File: src/rtl/pvc_pkg.sv
package pvc_pkg;
  localparam logic [15:0] NO_VEC = 16'hFFFF;
  localparam int PFN_SHIFT = 12;
  localparam int FEAT_EMPTY_NOTIFY = 24;
  localparam int FEAT_INDIRECT = 28;
  localparam int FEAT_BAD = 30;
  localparam int CMN_BYTES = 20;
  localparam int CMN_BYTES_MSIX = 24;

  typedef enum logic [3:0] {
    SEL_HOSTF, SEL_GUESTF, SEL_PFN, SEL_QNUM, SEL_QSEL, SEL_NOTIFY,
    SEL_STATUS, SEL_ISR, SEL_CFGVEC, SEL_QVEC, SEL_NONE, SEL_DEV
  } reg_sel_e;

  function automatic logic [31:0] size_mask(input logic [1:0] sz);
    case (sz)
      2'd0:    size_mask = 32'h0000_00FF;
      2'd1:    size_mask = 32'h0000_FFFF;
      default: size_mask = 32'hFFFF_FFFF;
    endcase
  endfunction
endpackage

File: src/rtl/pvc_decode.sv
module pvc_decode import pvc_pkg::*; #(
  parameter int AW = 8
) (
  input  logic [AW-1:0] addr,
  input  logic          msix_en,
  output reg_sel_e      sel,
  output logic          fwd,
  output logic [AW-1:0] dev_off
);
  localparam logic [AW-1:0] SZ_PLAIN = AW'(CMN_BYTES);
  localparam logic [AW-1:0] SZ_MSIX  = AW'(CMN_BYTES_MSIX);

  logic [AW-1:0] cmn_size;

  always_comb begin
    cmn_size = msix_en ? SZ_MSIX : SZ_PLAIN;
    fwd      = (addr >= cmn_size);
    dev_off  = addr - cmn_size;
    case (addr)
      AW'(0):  sel = SEL_HOSTF;
      AW'(4):  sel = SEL_GUESTF;
      AW'(8):  sel = SEL_PFN;
      AW'(12): sel = SEL_QNUM;
      AW'(14): sel = SEL_QSEL;
      AW'(16): sel = SEL_NOTIFY;
      AW'(18): sel = SEL_STATUS;
      AW'(19): sel = SEL_ISR;
      AW'(20): sel = SEL_CFGVEC;
      AW'(22): sel = SEL_QVEC;
      default: sel = SEL_NONE;
    endcase
    if (fwd) sel = SEL_DEV;
  end
endmodule

File: src/rtl/pvc_qbank.sv
module pvc_qbank import pvc_pkg::*; #(
  parameter int NQ = 16,
  parameter int QW = 4
) (
  input  logic          clk,
  input  logic          rst_n,
  input  logic          clr,
  input  logic [QW-1:0] sel,
  input  logic          pfn_we,
  input  logic [31:0]   pfn_wdata,
  input  logic          vec_we,
  input  logic [15:0]   vec_wdata,
  input  logic [QW-1:0] evt_idx,
  output logic [31:0]   sel_pfn,
  output logic [15:0]   sel_vec,
  output logic [15:0]   evt_vec
);
  logic [31:0] pfn_q [NQ];
  logic [15:0] vec_q [NQ];

  for (genvar g = 0; g < NQ; g++) begin : g_queue
    always_ff @(posedge clk or negedge rst_n) begin
      if (!rst_n) begin
        pfn_q[g] <= '0;
        vec_q[g] <= NO_VEC;
      end else if (clr) begin
        pfn_q[g] <= '0;
        vec_q[g] <= NO_VEC;
      end else begin
        if (pfn_we && sel == QW'(g)) pfn_q[g] <= pfn_wdata;
        if (vec_we && sel == QW'(g)) vec_q[g] <= vec_wdata;
      end
    end
  end

  assign sel_pfn = pfn_q[sel];
  assign sel_vec = vec_q[sel];
  assign evt_vec = vec_q[evt_idx];
endmodule

File: src/rtl/pvc_isr.sv
module pvc_isr import pvc_pkg::*; (
  input  logic        clk,
  input  logic        rst_n,
  input  logic        clr,
  input  logic        rd_clr,
  input  logic        evt_queue,
  input  logic        evt_config,
  input  logic        msix_en,
  input  logic [15:0] queue_vec,
  input  logic [15:0] cfg_vec,
  output logic [7:0]  isr,
  output logic        irq_level,
  output logic        msi_req,
  output logic [15:0] msi_vector
);
  always_ff @(posedge clk or negedge rst_n) begin
    if (!rst_n) begin
      isr        <= '0;
      msi_req    <= 1'b0;
      msi_vector <= NO_VEC;
    end else if (clr) begin
      isr     <= '0;
      msi_req <= 1'b0;
    end else begin
      isr     <= (rd_clr ? 8'h00 : isr) | {6'b0, evt_config, evt_queue};
      msi_req <= 1'b0;
      if (msix_en) begin
        if (evt_queue) begin
          msi_req    <= (queue_vec != NO_VEC);
          msi_vector <= queue_vec;
        end else if (evt_config) begin
          msi_req    <= (cfg_vec != NO_VEC);
          msi_vector <= cfg_vec;
        end
      end
    end
  end

  assign irq_level = isr[0] & ~msix_en;
endmodule

File: src/rtl/pv_common_regs.sv
module pv_common_regs import pvc_pkg::*; #(
  parameter int AW = 8,
  parameter int NQ = 16,
  localparam int QW = (NQ > 1) ? $clog2(NQ) : 1,
  localparam int BASE_W = 32 + PFN_SHIFT
) (
  input  logic              clk,
  input  logic              rst_n,
  input  logic              acc_valid,
  input  logic              acc_write,
  input  logic [1:0]        acc_size,
  input  logic [AW-1:0]     acc_addr,
  input  logic [31:0]       acc_wdata,
  output logic              rsp_valid,
  output logic [31:0]       rsp_rdata,
  output logic              dev_cfg_valid,
  output logic              dev_cfg_write,
  output logic [1:0]        dev_cfg_size,
  output logic [AW-1:0]     dev_cfg_addr,
  output logic [31:0]       dev_cfg_wdata,
  input  logic [31:0]       dev_cfg_rdata,
  input  logic [31:0]       dev_features,
  output logic [QW-1:0]     sel_queue,
  input  logic [15:0]       sel_qsize,
  output logic [BASE_W-1:0] sel_queue_base,
  input  logic              msix_en,
  input  logic              vec_ok,
  input  logic              evt_queue,
  input  logic [QW-1:0]     evt_queue_idx,
  input  logic              evt_config,
  output logic              irq_level,
  output logic              msi_req,
  output logic [15:0]       msi_vector,
  output logic              notify_valid,
  output logic [15:0]       notify_queue,
  output logic              dev_reset
);
  localparam logic [31:0] FORCED_FEAT =
    (32'd1 << FEAT_EMPTY_NOTIFY) | (32'd1 << FEAT_INDIRECT) | (32'd1 << FEAT_BAD);

  reg_sel_e      sel;
  logic          fwd;
  logic [AW-1:0] dev_off;
  logic [31:0]   wval, mask, raw;
  logic          wr, rd, dev_clr, pfn_we, qvec_we, isr_rd;
  logic [15:0]   vec_new;
  logic [31:0]   guest_q;
  logic [7:0]    status_q;
  logic [15:0]   cfg_vec_q;
  logic [31:0]   sel_pfn;
  logic [15:0]   sel_vec, evt_vec;
  logic [7:0]    isr_val;

  pvc_decode #(.AW(AW)) u_dec (
    .addr(acc_addr), .msix_en(msix_en), .sel(sel), .fwd(fwd), .dev_off(dev_off)
  );

  assign mask    = size_mask(acc_size);
  assign wval    = acc_wdata & mask;
  assign wr      = acc_valid & acc_write;
  assign rd      = acc_valid & ~acc_write;
  assign dev_clr = wr & (((sel == SEL_PFN) & (wval == 32'd0)) |
                         ((sel == SEL_STATUS) & (wval[7:0] == 8'd0)));
  assign pfn_we  = wr & (sel == SEL_PFN) & (wval != 32'd0);
  assign qvec_we = wr & (sel == SEL_QVEC);
  assign vec_new = vec_ok ? wval[15:0] : NO_VEC;
  assign isr_rd  = rd & (sel == SEL_ISR);

  assign dev_cfg_valid = acc_valid & fwd;
  assign dev_cfg_write = acc_write;
  assign dev_cfg_size  = acc_size;
  assign dev_cfg_addr  = dev_off;
  assign dev_cfg_wdata = acc_wdata;

  pvc_qbank #(.NQ(NQ), .QW(QW)) u_qbank (
    .clk(clk), .rst_n(rst_n), .clr(dev_clr), .sel(sel_queue),
    .pfn_we(pfn_we), .pfn_wdata(wval), .vec_we(qvec_we), .vec_wdata(vec_new),
    .evt_idx(evt_queue_idx), .sel_pfn(sel_pfn), .sel_vec(sel_vec), .evt_vec(evt_vec)
  );

  pvc_isr u_isr (
    .clk(clk), .rst_n(rst_n), .clr(dev_clr), .rd_clr(isr_rd),
    .evt_queue(evt_queue), .evt_config(evt_config), .msix_en(msix_en),
    .queue_vec(evt_vec), .cfg_vec(cfg_vec_q), .isr(isr_val),
    .irq_level(irq_level), .msi_req(msi_req), .msi_vector(msi_vector)
  );

  assign sel_queue_base = {sel_pfn, {PFN_SHIFT{1'b0}}};

  always_comb begin
    case (sel)
      SEL_HOSTF:  raw = dev_features | FORCED_FEAT;
      SEL_GUESTF: raw = guest_q;
      SEL_PFN:    raw = sel_pfn;
      SEL_QNUM:   raw = {16'd0, sel_qsize};
      SEL_QSEL:   raw = 32'(sel_queue);
      SEL_STATUS: raw = {24'd0, status_q};
      SEL_ISR:    raw = {24'd0, isr_val};
      SEL_CFGVEC: raw = {16'd0, cfg_vec_q};
      SEL_QVEC:   raw = {16'd0, sel_vec};
      SEL_DEV:    raw = dev_cfg_rdata;
      default:    raw = 32'hFFFF_FFFF;
    endcase
  end

  always_ff @(posedge clk or negedge rst_n) begin
    if (!rst_n) begin
      guest_q      <= '0;
      status_q     <= '0;
      sel_queue    <= '0;
      cfg_vec_q    <= NO_VEC;
      rsp_valid    <= 1'b0;
      rsp_rdata    <= '0;
      notify_valid <= 1'b0;
      notify_queue <= '0;
      dev_reset    <= 1'b0;
    end else begin
      rsp_valid    <= rd;
      if (rd) rsp_rdata <= raw & mask;
      notify_valid <= wr & (sel == SEL_NOTIFY);
      if (wr && sel == SEL_NOTIFY) notify_queue <= wval[15:0];
      dev_reset    <= dev_clr;
      if (dev_clr) begin
        guest_q   <= '0;
        status_q  <= '0;
        sel_queue <= '0;
        cfg_vec_q <= NO_VEC;
      end else if (wr) begin
        case (sel)
          SEL_GUESTF: guest_q  <= wval[FEAT_BAD] ? 32'd0 : wval;
          SEL_STATUS: status_q <= wval[7:0];
          SEL_QSEL:   if (wval < 32'(NQ)) sel_queue <= wval[QW-1:0];
          SEL_CFGVEC: cfg_vec_q <= vec_new;
          default: ;
        endcase
      end
    end
  end
endmodule

File: config.mk
export PLATFORM = sky130hd
export DESIGN_NAME = pv_common_regs
export DESIGN_NICKNAME = d
export VERILOG_FILES = /design/src/rtl/pvc_pkg.sv /design/src/rtl/pvc_decode.sv /design/src/rtl/pvc_qbank.sv /design/src/rtl/pvc_isr.sv /design/src/rtl/pv_common_regs.sv
export SDC_FILE = /design/constraint.sdc
export NUM_CORES = 2
export LEC_CHECK = 0
export ABC_AREA = 1
export ABC_CLOCK_PERIOD_IN_PS = 4540
export BUFFER_PORTS_ARGS = -buffer_cell sky130_fd_sc_hd__buf_2
export CORE_MARGIN = 3
export CORE_UTILIZATION = 60
export CTS_BUF_LIST = sky130_fd_sc_hd__clkbuf_4
export DETAILED_ROUTE_END_ITERATION = 8
export PLACE_DENSITY = 0.91
export SETUP_SLACK_MARGIN = 0.1
export SYNTH_ARGS = -nofsm -noshare
export SYNTH_HDL_FRONTEND = slang
export SYNTH_SLANG_ARGS = --single-unit
File: constraint.sdc
create_clock -name clk -period 4.54 [get_ports clk]
set_input_delay 0.908 -clock clk [delete_from_list [all_inputs] [get_ports clk]]
set_output_delay 0.908 -clock clk [all_outputs]
set_load 0.02 [all_outputs]
==> out/metrics.csv <==
stage;metric;value;unit
run_status;outcome;complete, no violations;
detailed_routing;post-detailed-route wirelength per cell;21.0;um
sta;slew at the pin with the worst max-slew slack;1040;ps
pwr;power density over the cells;319;nW/um2
pwr;combinational share of power;8.6;%
detailed_routing;first-pass iteration count of the detailed router;7;
yosys;Gate Count Post-Synth;6109;
die;Site Rows;101;
worst_hold_path;worst min-delay path class;primary input to flop;
layout;share of cells above drive strength 1;18.0;%
detailed_routing;routed vias/inst;6.20;
detailed_routing;total via count after detailed routing;46200;
pwr;LEAKAGE;25.7;nW
sta;clock tree skew after final layout;83.1;ps
placement;buffers added on ports;279;
yosys;library cell with the largest summed area after synthesis;dfrtp_1;
critical_path;Setup crit start kind;flop;
sta;total negative slack;0;ps
sta;final setup vio count;0;
yosys;number of synthesized flops with an enable pin;0;
yosys;top cell type's share of synthesized area;32.9;%
yosys;total standard cell area after synthesis;46300;um2
die;initial standard-cell utilization of the core;60.8;%
critical_path;CP max FO;31;
clock_network;clock transition at the register clock pins on the worst setup and hold paths after CTS;70;ps
yosys;FFs w/ async S/R, synth;100;%
critical_path;register-to-register setup slack;860;ps
pwr;maximum resistive drop on vdd;286;uV
job;count of maximum capacitance violations;0;
detailed_routing;drc violations;0;
global_routing;number of antenna violations at the first check in global routing;2;
layout;Post-Layout Cell Count;7451;
sta;min Tclk post-route;4410;ps
yosys;largest cells by area after synthesis;dfrtp_1 33%, dfstp_2 16%, nand2_1 16%, nand3_1 8.2%, o21ai_0 5.1%;
global_routing;leftover overflow at the end of global routing;0;
layout;Nets;6402;
sta;final hold violation count;0;
placement;number of cells after detailed placement;7055;
critical_path;Crit path arrival time;3500;ps
sta;count of final max-slew check failures;0;
detailed_routing;antenna-violating nets left;0;
sta;unrepaired setup endpoints after global routing;yes;
sta;WHS;91.4;ps
placement;sum of net half-perimeters after detailed placement;94600;um
clock_network;maximum level of the CTS H-tree;4;
clock_network;clock latency on the worst-skew pair;1150;ps
critical_path;launch point of the critical path;sel_queue[1]$_DFFE_PN0P_;
yosys;proportion of synthesized chip area in sequential cells;49.2;%
pwr;switching power;4.48;mW
critical_path;kind of critical path;flop to output pin;
die;horizontal die dimension;284;um
yosys;Avg Inst Size Synth;7.59;um2
detailed_routing;number of DRC markers after the initial detailed-route iteration;6979;
clock_network;Bufs on Longest Clock Path;3;
global_routing;wire length of the first global-routing pass;241000;um
detailed_routing;WL final;157000;um
pwr;clock group share of total power;40.8;%
sta;Achievable Freq;227;MHz
sta;Period Utilization, post-route;97.1;%
clock_network;CTS Buf Count;217;
pwr;Internal Pwr Total;11.8;mW
placement;Placer Congestion;0.988;
clock_network;clock tree from TritonCTS;yes;
die;core outline area;76200;um2
pwr;total power;16.2;mW
layout;core utilization of the finished layout;66.8;%
yosys;top_reg_cell synth;dfrtp_1;
pwr;switching fraction of total power;27.6;%
critical_path;Critical Path Sink Type;output pin;
die;die area;80600;um2
yosys;number of distinct library cells after synthesis;39;
critical_path;data required time at the worst endpoint;3630;ps
critical_path;Crit Reg-Reg Startpoint;sel_queue[2]$_DFFE_PN0P_;
global_routing;via count of the first global-routing pass;44400;
die;Chip Height;284;um
global_routing;largest net degree at the start of global routing;201;
clock_network;Clock Root Buffer;clkbuf_4;
layout;area growth from synthesis to layout;9.83;%
die;number of ports placed on the die boundary;295;
clock_network;Clock Sinks;897;
worst_hold_path;startpoint of the tightest hold check path;evt_config;
global_routing;GRT Overall Usage;37.8;%
yosys;Warnings, synthesis;0;
yosys;register bit total from synthesis;897;
sta;worst slew slack as a fraction of its limit;30.0;%
pwr;portion of total power attributed to sequential cells;50.6;%
-- synthesized netlist by cell type, types with 72 or more instances --
library cell	number
buf_4	72
dfrtp_1	609
o21ai_0	472
a21oi_1	144
o21ai_1	436
nand2_1	1917
buf_2	206
dfstp_2	288
nand3_1	763
nand4_1	105
nor2_1	292
inv_1	351
clkbuf_1	200
-- registers in the layout (all words and copies together) (netlist names) --
register	flops
dev_reset	1
rsp_rdata	32
notify_queue	16
rsp_valid	1
u_isr.msi_req	1
sel_queue	4
u_qbank.pfn_q	512
notify_valid	1
u_isr.msi_vector	16
u_qbank.vec_q	256
u_isr.isr	2
cfg_vec_q	16
status_q	8
guest_q	31
-- logic make-up (layout without fill, tap and decap cells) --
kind of cell / Yosys count / after routing / share of synthesized area [%]
and+or+nand+nor: 3146 / 3146 / 28.7
other: 1 / 18 / 0.00809
xor gates and xnor gates: 4 / 4 / 0.0756
DFF: 897 / 897 / 49.2
buffers and inverters: 887 / 1182 / 8.57
AOI/OAI and AO/OA: 1168 / 1168 / 13.2
adders and majority gates: 6 / 6 / 0.178
-- per-layer routing --
layer	global-route usage, %	part of all wire [%]	up-vias
li1	-	-	20400
met1	46.8	35	21300
met4	27.3	8.1	0
met2	56.6	43	3637
met5	0	0	-
met3	11.1	14	834
-- area by class of cell --
cell class | instances | area, um2
inverters | 359 | 1360
repair buffers | 451 | 3090
diodes | 6 | 15.0
flip-flops and latches | 897 | 22800
multi-input cells | 4336 | 19700
fillers | 5772 | 25300
well taps | 1030 | 1290
clock inverters | 55 | 284
clock buffers | 317 | 2380
-- what timing repair did --
item                                    CTS  global route
resized for setup                         1             6
hold endpoints to repair                 59             0
pin swaps                                 1             4
cloned                                    0             1
buffers inserted                          1            15
hold buffers                              1             0
endpoints found under the setup margin   28            21
-- power by group through the flow --
stage	clock, mW	combinational [mW]	sequential [mW]
final	6.63	1.39	8.21
after global placement	0	1.32	8.34
after global routing	7.06	1.49	8.22
after floorplan	0	0.674	8.42
after CTS	6.62	1.35	8.21
after detailed placement	0	1.34	8.35
-- placed cells by master, fill, tap and decap left out, types with 2 or more instances in the layout --
cell        netlist  routed
clkinv_4          0       2
xor2_1            2       2
conb_1            1      12
nor2_2            4       6
nor2_1          292     285
clkbuf_4          0     317
nand2_1        1917    1910
xnor2_1           2       2
dfrtp_1         609     608
nand2_2          31      38
buf_2           206     276
a22oi_1          34      34
nand4_1         105     105
nor2_4            4       9
nand3_1         763     763
dfstp_2         288     288
o21ai_0         472     472
clkinvlp_4        0       2
o211ai_1         70      70
ha_1              5       5
o22ai_1           8       8
a21oi_1         144     144
inv_2             6      11
nor4_1            2       2
buf_6            14       5
buf_4            72     139
o21ai_2           2       2
clkinv_2          0       5
o21bai_1          2       2
clkinv_1          2      40
buf_12            0      28
inv_1           351     347
inv_6             0       4
nand2_4          16      15
nand3b_1          2       2
o21ai_1         436     436
diode_2           0       6
nor3_1            6       6
-- worst max-delay path, cell delays in order, from the launching register on --
cell and delay [ps]:
dfrtp_1 510, buf_4 390, nor2_4 100, buf_4 170, buf_12 170, nand2_1 80, nand4_1 120, nand2_1 80
nand4_1 420, buf_2 330
-- final timing paths --
path,end,cells after the start
max in group asynchronous,notify_queue[10]$_DFFE_PN0P_,3
max,sel_queue_base[32],9
min,u_isr.isr[1]$_DFF_PN0_,3
min in group asynchronous,u_qbank.pfn_q[417]$_DFFE_PN0P_,2
min reg2reg,rsp_rdata[17]$_DFFE_PN0P_,2
max reg2reg,u_qbank.pfn_q[488]$_DFFE_PN0P_,8
-- metrics by stage --
step                setup slack, ps  instance area (um2)
floorplan                      1420                46400
global placement                321                48000
detailed placement              250                48000
CTS                            99.4                50700
global route                   62.9                50900
finish                          130                50900
No activity file was read; power rests on OpenSTA's default activity.
